--- src/rtl/accel_coord_pkg.sv ---
// Package: shared encodings for the large-core acceleration coordinator.
// Assumes: state and response codes are visible on ports, so values are fixed.
package accel_coord_pkg;

    typedef enum logic [1:0] {
        ST_IDLE    = 2'd0,
        ST_LAGGING = 2'd1,
        ST_BOTTLE  = 2'd2
    } core_state_e;

    typedef enum logic [1:0] {
        RESP_REJ_LOW  = 2'd0,
        RESP_RUN      = 2'd1,
        RESP_QUEUED   = 2'd2,
        RESP_REJ_FULL = 2'd3
    } resp_code_e;

endpackage

--- src/rtl/accel_thr_gate.sv ---
// Module: accel_thr_gate
// Holds the bottleneck utility threshold and qualifies incoming utilities.
// Assumes: a qualifying utility is strictly greater than the stored value;
// a write is visible from the cycle after the strobe.
module accel_thr_gate #(
    parameter int UTIL_W    = 8,
    parameter int THR_RESET = 100
) (
    input  logic              clk,
    input  logic              rst_n,
    input  logic              wr_en,
    input  logic [UTIL_W-1:0] wr_data,
    input  logic [UTIL_W-1:0] util_in,
    output logic [UTIL_W-1:0] thr_value,
    output logic              qualifies
);

    logic [UTIL_W-1:0] thr_r;

    // Purpose: keep the software-written threshold.
    always_ff @(posedge clk) begin
        if (!rst_n) begin
            thr_r <= UTIL_W'(THR_RESET);
        end else if (wr_en) begin
            thr_r <= wr_data;
        end
    end

    // Purpose: strict comparison against the stored threshold.
    always_comb begin
        qualifies = (util_in > thr_r);
    end

    assign thr_value = thr_r;

endmodule

--- src/rtl/accel_sched_fifo.sv ---
// Module: accel_sched_fifo
// First-in first-out buffer of waiting bottleneck IDs for one large core.
// Assumes: the caller never pushes when full unless it also pops in the same
// cycle; the head is valid whenever empty is low. Depth need not be a power of two.
module accel_sched_fifo #(
    parameter int DEPTH = 4,
    parameter int W     = 6
) (
    input  logic         clk,
    input  logic         rst_n,
    input  logic         push,
    input  logic         pop,
    input  logic [W-1:0] din,
    output logic [W-1:0] head,
    output logic         empty,
    output logic         full
);

    localparam int PW = (DEPTH > 1) ? $clog2(DEPTH) : 1;
    localparam int CW = $clog2(DEPTH + 1);

    logic [W-1:0]  mem [DEPTH];
    logic [PW-1:0] wr_ptr;
    logic [PW-1:0] rd_ptr;
    logic [CW-1:0] count;

    function automatic logic [PW-1:0] next_ptr(input logic [PW-1:0] p);
        return (p == PW'(DEPTH - 1)) ? '0 : p + 1'b1;
    endfunction

    // Purpose: advance pointers and the fill count.
    always_ff @(posedge clk) begin
        if (!rst_n) begin
            wr_ptr <= '0;
            rd_ptr <= '0;
            count  <= '0;
        end else begin
            if (push) begin
                wr_ptr <= next_ptr(wr_ptr);
            end
            if (pop) begin
                rd_ptr <= next_ptr(rd_ptr);
            end
            count <= count + CW'(push) - CW'(pop);
        end
    end

    // Purpose: store the pushed ID; storage needs no reset.
    always_ff @(posedge clk) begin
        if (push) begin
            mem[wr_ptr] <= din;
        end
    end

    // Purpose: expose the oldest entry and the fill flags.
    always_comb begin
        head  = mem[rd_ptr];
        empty = (count == '0);
        full  = (count == CW'(DEPTH));
    end

endmodule

--- src/rtl/accel_core_ctrl.sv ---
// Module: accel_core_ctrl
// Arbitration for one large core. It switches between the quantum's lagging
// thread and threshold-qualified bottlenecks, and owns the core's buffer.
// Assumes: req_hit is one cycle wide per request; req_qual comes from the
// shared threshold gate; a return is only meaningful in the BOTTLENECK state.
module accel_core_ctrl
    import accel_coord_pkg::*;
#(
    parameter int ID_W      = 6,
    parameter int BUF_DEPTH = 4
) (
    input  logic            clk,
    input  logic            rst_n,
    input  logic            qtick,
    input  logic            lag_valid_i,
    input  logic [ID_W-1:0] lag_id_i,
    input  logic            req_hit,
    input  logic            req_qual,
    input  logic [ID_W-1:0] req_id,
    input  logic            ret_i,
    output core_state_e     state_o,
    output logic [ID_W-1:0] run_id_o,
    output logic            preempt_o,
    output logic            resume_o,
    output resp_code_e      code_o
);

    core_state_e     state_r;
    logic [ID_W-1:0] run_r;
    logic            saved_valid_r;
    logic [ID_W-1:0] saved_id_r;
    logic            preempt_r;
    logic            resume_r;

    logic            is_bn;
    logic            accepted;
    logic            pop;
    logic            finish_empty;
    logic            direct;
    logic            push;
    logic            fifo_empty;
    logic            fifo_full;
    logic [ID_W-1:0] fifo_head;
    logic            next_saved_valid;
    logic [ID_W-1:0] next_saved_id;

    // Purpose: decode this cycle's events into buffer and dispatch actions.
    always_comb begin
        is_bn        = (state_r == ST_BOTTLE);
        accepted     = req_hit && req_qual;
        pop          = is_bn && ret_i && !fifo_empty;
        finish_empty = is_bn && ret_i && fifo_empty;
        direct       = accepted && (!is_bn || finish_empty);
        push         = accepted && is_bn && !finish_empty && (!fifo_full || pop);
        next_saved_valid = qtick ? lag_valid_i : saved_valid_r;
        next_saved_id    = qtick ? lag_id_i    : saved_id_r;
    end

    // Purpose: classify the request for the response channel.
    always_comb begin
        if (!req_qual) begin
            code_o = RESP_REJ_LOW;
        end else if (direct) begin
            code_o = RESP_RUN;
        end else if (push) begin
            code_o = RESP_QUEUED;
        end else begin
            code_o = RESP_REJ_FULL;
        end
    end

    // Purpose: remember the latest quantum assignment for later restore.
    always_ff @(posedge clk) begin
        if (!rst_n) begin
            saved_valid_r <= 1'b0;
            saved_id_r    <= '0;
        end else if (qtick) begin
            saved_valid_r <= lag_valid_i;
            saved_id_r    <= lag_valid_i ? lag_id_i : '0;
        end
    end

    // Purpose: core state, running ID and one-cycle command pulses.
    always_ff @(posedge clk) begin
        if (!rst_n) begin
            state_r   <= ST_IDLE;
            run_r     <= '0;
            preempt_r <= 1'b0;
            resume_r  <= 1'b0;
        end else begin
            preempt_r <= 1'b0;
            resume_r  <= 1'b0;
            if (direct) begin
                state_r   <= ST_BOTTLE;
                run_r     <= req_id;
                preempt_r <= (state_r == ST_LAGGING);
            end else if (pop) begin
                run_r <= fifo_head;
            end else if (finish_empty) begin
                state_r  <= next_saved_valid ? ST_LAGGING : ST_IDLE;
                run_r    <= next_saved_valid ? next_saved_id : '0;
                resume_r <= next_saved_valid;
            end else if (qtick && !is_bn) begin
                state_r <= lag_valid_i ? ST_LAGGING : ST_IDLE;
                run_r   <= lag_valid_i ? lag_id_i : '0;
            end
        end
    end

    accel_sched_fifo #(
        .DEPTH (BUF_DEPTH),
        .W     (ID_W)
    ) u_fifo (
        .clk   (clk),
        .rst_n (rst_n),
        .push  (push),
        .pop   (pop),
        .din   (req_id),
        .head  (fifo_head),
        .empty (fifo_empty),
        .full  (fifo_full)
    );

    assign state_o   = state_r;
    assign run_id_o  = run_r;
    assign preempt_o = preempt_r;
    assign resume_o  = resume_r;

endmodule

--- src/rtl/accel_coord.sv ---
// Module: accel_coord (top)
// Large-core acceleration coordinator: per-quantum lagging-thread grants,
// threshold-gated bottleneck preemption, and per-core waiting buffers.
// Assumes: at most one bottleneck request per cycle; lag entry k belongs to core k.
module accel_coord
    import accel_coord_pkg::*;
#(
    parameter int NUM_CORES = 2,
    parameter int ID_W      = 6,
    parameter int UTIL_W    = 8,
    parameter int BUF_DEPTH = 4,
    parameter int THR_RESET = 100,
    localparam int CORE_W   = (NUM_CORES > 1) ? $clog2(NUM_CORES) : 1
) (
    input  logic                      clk,
    input  logic                      rst_n,
    input  logic                      quantum_tick,
    input  logic [NUM_CORES-1:0]      lag_valid,
    input  logic [NUM_CORES*ID_W-1:0] lag_id,
    input  logic                      thr_we,
    input  logic [UTIL_W-1:0]         thr_wdata,
    input  logic                      bn_req_valid,
    input  logic [CORE_W-1:0]         bn_req_core,
    input  logic [ID_W-1:0]           bn_req_id,
    input  logic [UTIL_W-1:0]         bn_req_util,
    input  logic [NUM_CORES-1:0]      bn_ret,
    output logic                      resp_valid,
    output logic [1:0]                resp_code,
    output logic [NUM_CORES*ID_W-1:0] run_id,
    output logic [2*NUM_CORES-1:0]    core_state,
    output logic [NUM_CORES-1:0]      preempt_cmd,
    output logic [NUM_CORES-1:0]      resume_cmd
);

    logic [UTIL_W-1:0]    thr_q;
    logic                 req_qual;
    logic [NUM_CORES-1:0] req_hit;
    resp_code_e           core_code [NUM_CORES];
    resp_code_e           code_sel;
    logic                 resp_valid_r;
    resp_code_e           resp_code_r;

    accel_thr_gate #(
        .UTIL_W    (UTIL_W),
        .THR_RESET (THR_RESET)
    ) u_thr (
        .clk       (clk),
        .rst_n     (rst_n),
        .wr_en     (thr_we),
        .wr_data   (thr_wdata),
        .util_in   (bn_req_util),
        .thr_value (thr_q),
        .qualifies (req_qual)
    );

    for (genvar k = 0; k < NUM_CORES; k++) begin : g_core
        core_state_e st;

        // Purpose: route the request to its target core.
        always_comb begin
            req_hit[k] = bn_req_valid && (bn_req_core == CORE_W'(k));
        end

        accel_core_ctrl #(
            .ID_W      (ID_W),
            .BUF_DEPTH (BUF_DEPTH)
        ) u_ctrl (
            .clk         (clk),
            .rst_n       (rst_n),
            .qtick       (quantum_tick),
            .lag_valid_i (lag_valid[k]),
            .lag_id_i    (lag_id[k*ID_W +: ID_W]),
            .req_hit     (req_hit[k]),
            .req_qual    (req_qual),
            .req_id      (bn_req_id),
            .ret_i       (bn_ret[k]),
            .state_o     (st),
            .run_id_o    (run_id[k*ID_W +: ID_W]),
            .preempt_o   (preempt_cmd[k]),
            .resume_o    (resume_cmd[k]),
            .code_o      (core_code[k])
        );

        assign core_state[2*k +: 2] = st;
    end

    // Purpose: pick the response of the addressed core.
    always_comb begin
        code_sel = RESP_REJ_LOW;
        for (int k = 0; k < NUM_CORES; k++) begin
            if (req_hit[k]) begin
                code_sel = core_code[k];
            end
        end
    end

    // Purpose: register the response one cycle after the request.
    always_ff @(posedge clk) begin
        if (!rst_n) begin
            resp_valid_r <= 1'b0;
            resp_code_r  <= RESP_REJ_LOW;
        end else begin
            resp_valid_r <= bn_req_valid;
            resp_code_r  <= bn_req_valid ? code_sel : RESP_REJ_LOW;
        end
    end

    assign resp_valid = resp_valid_r;
    assign resp_code  = resp_code_r;

endmodule

--- config.mk ---
export PLATFORM = sky130hd
export DESIGN_NAME = accel_coord
export DESIGN_NICKNAME = d
export VERILOG_FILES = /design/src/rtl/accel_coord_pkg.sv /design/src/rtl/accel_thr_gate.sv /design/src/rtl/accel_sched_fifo.sv /design/src/rtl/accel_core_ctrl.sv /design/src/rtl/accel_coord.sv
export SDC_FILE = /design/constraint.sdc
export NUM_CORES = 1
export LEC_CHECK = 0
export BUFFER_PORTS_ARGS = -buffer_cell sky130_fd_sc_hd__buf_2
export CAP_MARGIN = 30
export CORE_AREA = 2 2 111 113
export DETAILED_ROUTE_END_ITERATION = 6
export DIE_AREA = 0 0 113 115
export GPL_TIMING_DRIVEN = 0
export PLACE_DENSITY = 0.71
export SLEW_MARGIN = 30
export SYNTH_ARGS = -nofsm -noshare
export SYNTH_HDL_FRONTEND = slang
export SYNTH_SLANG_ARGS = --single-unit
--- constraint.sdc ---
create_clock -name clk -period 4.3 [get_ports clk]
set_input_delay 0.215 -clock clk [delete_from_list [all_inputs] [get_ports clk]]
set_output_delay 0.215 -clock clk [all_outputs]
set_load 0.02 [all_outputs]
==> qor.csv, run 1 <==
metric;value;unit
relSlewSlack;54.2;%
required;4540;ps
drc_errors;6;
synth-compound-area-share;11.9;%
dr.first_iter.drc_count;265;
firstDrtPassIters;7;
setup_viol;0;
cts_tree;done;
synth-main-ff-cell;dfxtp_1;
cts_resized;0;
cpPeakStageDelay;660;ps
hold_viol;0;
start_kind;flip-flop;
fin_setup_tns;0;ps
clkTransAtPathRegs;70;ps
grt_max_degree;20;
fp.dieH;115;µm
ant_nets;0;
crit_family;adder cells;
yosysUniqueCellTypes;52;
dr_total_vias;3859;
clk_latency;350;ps
antenna_found_initial;0;
io_pins;67;
cts.path.max_buffers;2;
power_per_cell_area;374;mW/mm²
cp-end-kind;flip-flop;
whs;88.8;ps
ys_async_sr_fraction;0;%
drv_slew;0;
violations;DRC;
synth-simple-area-share;15.7;%
cts_max_level;3;
routabilityCongestion;0.847;
cts_hold_buf;0;
synth_xor_area_share;1.02;%
swShare;25.0;%
yosys_register_bits;111;
die_w;113;µm
grt_pass1_wl;18900;µm
crit_fanout;8;
p_clk_share;37.9;%
synthToLayoutAreaGrowth;15.7;%
syn_avg_cell_area;10.9;µm²
status;finished, violations left;
drt-total-wl;11800;µm
drive_gt1_share;21.2;%
syn_nets;538;
hold_path_class;in -> reg;
clock_sinks;111;
syn_area;0.00516;mm²
numCtsBuffers;9;
synth_top_family_by_area;simple AND/OR/NAND/NOR gates;
ys_seq_area_share;52.3;%
min-delay-start;thr_wdata[5];
hpwl;8550;µm
io_buffers;65;
intPower;1.67;mW
start_util;43.7;%
fin_crit_sh;69.9;%
syn_inst;472;
worstReg2RegStart;u_thr.thr_value[3];
path_cells;inv_1 -> ha_1 -> and4_1 -> nand2_1 -> nand2b_4 -> a2111oi_4 -> inv_1 -> o21ai_0 -> ha_1 -> fa_1 -> and2_1;
synth_edf_count;48;
slowest_stage;a2111oi_4;
die-area;0.0130;mm²
crit_type;reg -> reg;
fmax;333;MHz
cts_setup_buffers;0;
nFillCells;1045;
cp.arrival;3250;ps
synth.area.mux_share;9.13;%
antennaDiodeCount;0;
layoutNonFillerInstCount;700;
drv_cap;0;
pwr-share-comb;11.0;%
dp_cells;684;
root_buffer;clkbuf_16;
grt_pass1_vias;3765;
grt_overflow;0;
grt_usage;18.7;%
p_seq_share;51.2;%
final_common_cell;buf_2;
via_per_inst;5.51;
final_cell_mix;71 x buf_2, 63 x dfxtp_1, 55 x nand2_1;
vdd_drop_max;197;µV
startpoint;u_thr.thr_value[3];
switchingPower;0.558;mW
post-route-util;50.6;%
rsz0062_at_grt;no;
min_period;3010;ps
total_power;2.23;mW
coreArea;0.0118;mm²
synthAdderAreaFrac;5.62;%
yosys_warnings;0;
finalNetCount;614;
leakage;2.34;nW
routedWlPerCell;16.8;µm
tightestPinTransition;687;ps
critPathBufInv;2;
finalClockSkew;7.31;ps
rows;40;
==> layout make-up <==
cell class / instances / area, µm² / area share (%)
buffer: 28 / 135 / 2.26
clock buffer: 9 / 225 / 3.77
clock inverter: 7 / 77.6 / 1.30
inverter: 22 / 82.6 / 1.38
multi-input combinational: 311 / 2240 / 37.5
sequential: 111 / 2700 / 45.2
tap: 147 / 184 / 3.08
timing repair buffer: 65 / 325 / 5.44
==> state kept, by name, summed over array words and instances (netlist names), named ones only <==
register                     flops
g_core.u_ctrl.saved_valid_r      2
g_core.u_ctrl.u_fifo.mem        48
g_core.u_ctrl.saved_id_r        12
u_thr.thr_value                  8
g_core.u_ctrl.u_fifo.wr_ptr      4
g_core.u_ctrl.u_fifo.rd_ptr      4
g_core.u_ctrl.resume_o           2
resp_valid                       1
g_core.u_ctrl.state_o            4
g_core.u_ctrl.preempt_o          2
resp_code                        2
g_core.u_ctrl.run_id_o          12
g_core.u_ctrl.u_fifo.count       6
==> cell families after synthesis <==
group / Yosys count
AOI/OAI and AO/OA: 84
xor gates and xnor gates: 6
adders and majority gates: 22
buffers and inverters: 50
DFF: 111
muxes: 32
and+or+nand+nor: 167
==> final timing paths <==
path	cells past startpoint	slack (ps)	endpoint
hold reg to reg	2	460	g_core[0].u_ctrl.saved_id_r[5]
setup reg to reg	11	1290	g_core[1].u_ctrl.u_fifo.count[1]
hold / removal	3	90	u_thr.thr_value[5]
setup / recovery	11	1290	g_core[1].u_ctrl.u_fifo.count[1]
==> per-stage QoR <==
stage	cell area (µm²)	setup WS, ps
after floorplan	5160	1610
after global placement	5670	1430
after detailed placement	5670	1330
after CTS	5980	1290
after global routing	5980	1060
final	5980	1290
==> worst register-to-register path: stages, from the launching register on <==
cell	delay [ps]
dfxtp_1	350
inv_1	50
ha_1	330
and4_1	190
nand2_1	130
nand2b_4	120
a2111oi_4	660
inv_1	100
o21ai_0	180
ha_1	200
fa_1	410
and2_1	170
==> per-layer routing <==
metal  part of all wire [%]  track usage (%)
met4                    2.2             8.29
met3                    5.0             3.69
met5                      0                0
met2                     48             30.8
met1                     44             24.3
==> cell usage after synthesis (all sizes together) (2+ instances only) <==
master / n / area, µm²
a211oi: 2 / 27.5
o211ai: 10 / 88.8
ha: 20 / 250
xnor2: 6 / 52.6
a21o: 2 / 15.0
edfxtp: 48 / 1440
mux4: 12 / 270
and2: 13 / 81.3
clkbuf: 15 / 56.3
nand3b: 2 / 15.0
nand2: 55 / 206
and3: 8 / 51.3
nor2: 37 / 139
inv: 22 / 82.6
nor3: 19 / 116
fa: 2 / 40.0
nand3: 19 / 95.1
buf: 13 / 78.8
nand2b: 3 / 26.3
o2111a: 6 / 67.6
o21ai: 15 / 75.1
a21oi: 28 / 144
dfxtp: 63 / 1260
and4: 2 / 20.0
a31oi: 13 / 81.3
nor4: 2 / 12.5
a2111oi: 3 / 63.8
o211a: 2 / 27.5
mux2i: 19 / 190
or3: 2 / 12.5
==> power groups by stage <==
| stage | Combinational [mW] | Sequential (mW) | Clock, mW |
|---|---|---|---|
| finish | 0.245 | 1.14 | 0.845 |
| detailed placement | 0.243 | 1.17 | 0 |
| floorplan | 0.135 | 1.18 | 0 |
| CTS | 0.245 | 1.14 | 0.859 |
| global placement | 0.236 | 1.16 | 0 |
| global route | 0.269 | 1.14 | 0.905 |
No activity file was read; power rests on OpenSTA's default activity.
==> run 2: changes to the inputs <==
--- a/config.mk
+++ b/config.mk
@@ -11,7 +11,7 @@
 export DETAILED_ROUTE_END_ITERATION = 6
 export DIE_AREA = 0 0 113 115
 export GPL_TIMING_DRIVEN = 0
-export PLACE_DENSITY = 0.71
+export PLACE_DENSITY = 0.74
 export SLEW_MARGIN = 30
 export SYNTH_ARGS = -nofsm -noshare
 export SYNTH_HDL_FRONTEND = slang
==> constraint.sdc (replaced) <==
create_clock -name clk -period 2.5 [get_ports clk]
set_input_delay 0.125 -clock clk [delete_from_list [all_inputs] [get_ports clk]]
set_output_delay 0.125 -clock clk [all_outputs]
set_load 0.02 [all_outputs]
==> qor.csv, run 2 (same netlist as run 1, synthesis figures left out) <==
metric;value;unit;change
r2r_setup_slack;-260;ps;-1550 ps
vdd_drop_max;358;µV;+82%
final_cell_mix;71 x buf_2, 60 x dfxtp_1, 54 x nand2_1;;
dpl_worst_slack;-417;ps;-1750 ps
clkTransAtPathRegs;70;ps;about the same
tightestPinTransition;705;ps;+18.1 ps
status;finished, violations left;;
synthToLayoutAreaGrowth;21.1;%;
grt_overflow;0;;unchanged
post-route-util;53.0;%;+2.4 points
finalClockSkew;8.28;ps;+0.972 ps
min-delay-start;thr_wdata[1];;
clock_sinks;111;;unchanged
hold_depth;3;;unchanged
cts_tree;done;;
io_pins;67;;unchanged
drt-total-wl;12400;µm;+5.6%
relSlewSlack;53.0;%;-1.2 points
cts.path.max_buffers;2;;unchanged
drv_slew;0;;unchanged
firstDrtPassIters;7;;unchanged
dr_total_vias;3914;;+1.4%
hold_end;u_thr.thr_value[1];;
coreArea;0.0118;mm²;unchanged
layout_setup_ws;-257;ps;-1550 ps
rows;40;;unchanged
fin_setup_tns;-710;ps;-710 ps
antennaDiodeCount;0;;unchanged
cp.arrival;3060;ps;-190 ps
required;2800;ps;-1740 ps
start_util;43.7;%;unchanged
hold_path_class;in -> reg;;
drv_cap;0;;unchanged
min_period;2760;ps;-248 ps
die_w;113;µm;unchanged
final_common_cell;buf_2;;
routabilityCongestion;0.818;;-3.4%
cp-end-kind;flip-flop;;
violations;DRC, setup timing;;
cp_common_cell;ha_4;;
slowest_stage;fa_2;;
numCtsBuffers;9;;unchanged
crit_type;reg -> reg;;
largest_reg_flops;48;;unchanged
hold_viol;0;;unchanged
routedWlPerCell;17.3;µm;+2.8%
leakage;2.45;nW;+4.5%
fmax;363;MHz;+9.0%
crit_family;adder cells;;
antenna_found_initial;0;;unchanged
rsz0062_at_grt;yes;;
cpPeakStageDelay;520;ps;-140 ps
cts_max_level;3;;unchanged
io_buffers;65;;unchanged
grt_max_degree;17;;-15%
r2r_cells;11;;unchanged
finalNetCount;633;;+3.1%
clk_latency;360;ps;about the same
ant_nets;0;;unchanged
regMostFlops;g_core.u_ctrl.u_fifo.mem;;
root_buffer;clkbuf_16;;
start_kind;flip-flop;;
die-area;0.0130;mm²;unchanged
power_per_cell_area;613;mW/mm²;+64%
critPathBufInv;1;;-1
dr.first_iter.drc_count;391;;+48%
fp.dieH;115;µm;unchanged
fin_crit_sh;110;%;+40 points
rr_endpoint;g_core[0].u_ctrl.u_fifo.count[1];;
drive_gt1_share;27.8;%;+6.6 points
hpwl;8450;µm;-1.2%
setup_viol;4;;+4
grt_usage;19.1;%;+0.40 points
drc_errors;6;;unchanged
whs;5.22;ps;-83.6 ps
via_per_inst;5.44;;-1.3%
grt_pass1_vias;3748;;-0.45%
worstReg2RegStart;u_thr.thr_value[1];;
path_cells;inv_2 -> ha_4 -> and2b_1 -> o211a_4 -> o211a_1 -> o21ai_2 -> or3_4 -> mux2_4 -> ha_4 -> fa_2 -> and2_4;;
crit_fanout;3;;-5
grt_pass1_wl;19200;µm;+1.7%
-- run 2: area by class of cell --
cell class / instances / area (µm²)
inverter: 22 / 82.6
clock inverter: 5 / 48.8
buffer: 28 / 135
multi-input combinational: 311 / 2390
fill: 963 / 5560
sequential: 111 / 2710
timing repair buffer: 84 / 478
clock buffer: 11 / 233
tap: 147 / 184
-- run 2: worst register-to-register path, delay by kind of cell (launching register included) --
| family | cells | cell delay [ps] |
|---|---|---|
| AOI/OAI and AO/OA | 3 | 450 |
| adders and majority gates | 3 | 930 |
| buffers and inverters | 1 | 40 |
| muxes | 1 | 290 |
| and+or+nand+nor | 3 | 660 |
| DFF | 1 | 330 |
-- run 2: worst max path at each step --
stage,from,end,slack (ps),depth (start not counted)
global route,u_thr.thr_value[1],g_core[0].u_ctrl.u_fifo.count[1],-320,11
finish,u_thr.thr_value[1],g_core[0].u_ctrl.u_fifo.count[1],-260,11
global placement,u_thr.thr_value[7],g_core[1].u_ctrl.u_fifo.count[1],-340,11
floorplan,u_thr.thr_value[1],g_core[0].u_ctrl.u_fifo.count[2],-80,12
CTS,u_thr.thr_value[1],g_core[0].u_ctrl.u_fifo.count[1],-230,11
detailed placement,u_thr.thr_value[7],g_core[1].u_ctrl.u_fifo.count[1],-420,11
-- run 2: metal layers --
| layer | track usage (%) | share of wire [%] | up-vias |
|---|---|---|---|
| li1 | - | - | 1896 |
| met1 | 24.0 | 43 | 1897 |
| met4 | 6.50 | 1.3 | 0 |
| met5 | 0 | 0 | - |
| met3 | 4.48 | 5.1 | 11 |
| met2 | 32.8 | 51 | 110 |
-- run 2: power breakdown --
group | switching, mW | total [mW] | internal, mW | leakage, nW
Combinational | 0.286 | 0.477 | 0.191 | 1.37
Clock | 0.621 | 1.39 | 0.768 | 0.132
Sequential | 0.0326 | 1.97 | 1.94 | 0.947
Total | 0.940 | 3.84 | 2.89 | 2.45
-- run 2: per-stage QoR --
step / total power, mW / instance area, µm² / cells
3_5_place_dp: 2.42 / 5690 / 684
3_3_place_gp: 2.41 / 5690 / 684
5_1_grt: 3.97 / 6250 / 719
2_1_floorplan: 2.27 / 5180 / 472
6_report: 3.84 / 6250 / 719
4_1_cts: 3.83 / 6170 / 713
-- run 2: timing repair --
item / in CTS / in global routing
endpoints found under the setup margin: 49 / 53
setup buffers: 12 / 7
resized for setup: 20 / 12
hold buffers: 1 / 0
pin swaps: 14 / 13
hold endpoints to repair: 1 / 0
==> run 3: changes to the inputs <==
--- a/config.mk
+++ b/config.mk
@@ -8,10 +8,11 @@
 export BUFFER_PORTS_ARGS = -buffer_cell sky130_fd_sc_hd__buf_2
 export CAP_MARGIN = 30
 export CORE_AREA = 2 2 111 113
+export CTS_CLUSTER_DIAMETER = 100
 export DETAILED_ROUTE_END_ITERATION = 6
 export DIE_AREA = 0 0 113 115
 export GPL_TIMING_DRIVEN = 0
-export PLACE_DENSITY = 0.74
+export PLACE_DENSITY = 0.76
 export SLEW_MARGIN = 30
 export SYNTH_ARGS = -nofsm -noshare
 export SYNTH_HDL_FRONTEND = slang
==> qor.csv, run 3 (same netlist as run 1, synthesis figures left out) <==
metric;value;unit;change
grt_max_degree;19;;+2
grt_usage;19.4;%;+0.25 points
routedWlPerCell;17.4;µm;+0.28%
synthToLayoutAreaGrowth;20.5;%;
antennaDiodeCount;0;;unchanged
regMostFlops;g_core.u_ctrl.u_fifo.mem;;
die-area;0.0130;mm²;unchanged
slowest_stage;fa_2;;
setup_viol;4;;unchanged
grt_pass1_vias;3973;;+6.0%
rows;40;;unchanged
io_buffers;65;;unchanged
min_period;2730;ps;-29.9 ps
die_w;113;µm;unchanged
cts_max_level;3;;unchanged
relSlewSlack;53.7;%;+0.75 points
clkTransAtPathRegs;70;ps;about the same
drc_errors;6;;unchanged
min-delay-start;thr_wdata[7];;
drv_slew;0;;unchanged
final_cell_mix;71 x buf_2, 60 x dfxtp_1, 54 x nand2_1;;
dr_total_vias;3990;;+1.9%
crit_fanout;3;;unchanged
whs;8.51;ps;+3.29 ps
layout_setup_ws;-227;ps;+29.9 ps
grt_pass1_wl;19600;µm;+2.4%
final_common_cell;buf_2;;
hpwl;8690;µm;+2.8%
crit_family;adder cells;;
path_cells;inv_2 -> ha_4 -> and2b_1 -> o211a_4 -> o211a_1 -> o21ai_2 -> or3_4 -> mux2_4 -> ha_4 -> fa_2 -> and2_1;;
hold_path_class;in -> reg;;
leakage;2.43;nW;-0.71%
cts.path.max_buffers;2;;unchanged
fp.dieH;115;µm;unchanged
cp_common_cell;ha_4;;
start_kind;flip-flop;;
clk_latency;350;ps;about the same
finalNetCount;630;;-0.47%
vdd_drop_max;338;µV;-5.6%
hold_viol;0;;unchanged
drv_cap;0;;unchanged
antenna_found_initial;0;;unchanged
numCtsBuffers;9;;unchanged
clock_sinks;111;;unchanged
largest_reg_flops;48;;unchanged
cp-end-kind;flip-flop;;
grt_overflow;0;;unchanged
rsz0062_at_grt;yes;;
cp.arrival;3030;ps;-30 ps
fmax;367;MHz;+1.1%
dr.first_iter.drc_count;341;;-13%
routabilityCongestion;0.862;;+5.4%
critPathBufInv;1;;unchanged
crit_type;reg -> reg;;
required;2800;ps;about the same
ant_nets;0;;unchanged
drt-total-wl;12400;µm;-0.14%
violations;DRC, setup timing;;
root_buffer;clkbuf_16;;
status;finished, violations left;;
worstReg2RegStart;u_thr.thr_value[1];;
power_per_cell_area;608;mW/mm²;-0.83%
drive_gt1_share;27.8;%;-0.029 points
fin_crit_sh;109;%;-1.2 points
fin_setup_tns;-567;ps;+143 ps
start_util;43.7;%;unchanged
firstDrtPassIters;7;;unchanged
startpoint;u_thr.thr_value[1];;
via_per_inst;5.57;;+2.4%
coreArea;0.0118;mm²;unchanged
io_pins;67;;unchanged
cts_tree;done;;
cpPeakStageDelay;510;ps;about the same
finalClockSkew;5.30;ps;-2.97 ps
tightestPinTransition;694;ps;-11.3 ps
-- run 3: cell count changes in the layout (fill, tap and decap cells not counted), moves of 2 or more --
cell      change
inv_2         +2
clkbuf_1      -2
buf_4         -4
inv_1         -2
clkinv_4      +2
inv_6         +2
-- run 3: routing by layer --
metal,vias to the layer above,share of wire [%],track usage [%]
met1,1942,43,24.0
met3,28,4.6,2.69
li1,1885,-,-
met4,0,3.0,9.51
met2,135,50,33.5
met5,-,0,0
-- run 3: power breakdown --
part | switching (mW) | internal (mW)
sequential | 0.0327 | 1.94
clock | 0.663 | 0.679
combinational | 0.285 | 0.187
-- run 3: metrics by stage --
stage	instance area (µm²)	setup WS [ps]	utilization (%)	power (mW)	std cells
3_5_place_dp	5690	-434	48.2	2.43	684
3_3_place_gp	5690	-325	48.2	2.41	684
2_1_floorplan	5180	-84.1	-	2.27	472
6_report	6220	-227	52.7	3.78	716
5_1_grt	6220	-296	52.7	3.90	716
4_1_cts	6130	-245	51.9	3.77	711
-- run 3: cell type report --
| class | instances | area, µm² |
|---|---|---|
| fillers | 997 | 5590 |
| flip-flops and latches | 111 | 2710 |
| multi-input cells | 311 | 2370 |
| repair buffers | 81 | 467 |
| clock buffers | 9 | 225 |
| well taps | 147 | 184 |
| plain buffers | 28 | 135 |
| inverters | 22 | 82.6 |
| clock inverters | 7 | 47.5 |
-- run 3: worst min-delay path: stages --
cell,delay [ps]
buf_2,70
mux2i_1,60
nor2_1,70
-- run 3: repair_timing --
item                       in CTS  in global routing
hold buffers                    2                  0
hold endpoints to repair        2                  0
setup buffers                   9                  5
setup endpoints to repair      54                 41
resized for setup              14                 14
pin swaps                      12                 11
-- run 3: path summary, 6_finish.rpt --
path | slack [ps] | cells past startpoint | endpoint
setup / recovery | -230 | 11 | g_core[0].u_ctrl.u_fifo.count[1]
hold / removal | 9 | 3 | u_thr.thr_value[7]
setup reg to reg | -230 | 11 | g_core[0].u_ctrl.u_fifo.count[1]
hold reg to reg | 460 | 2 | g_core[0].u_ctrl.saved_id_r[5]
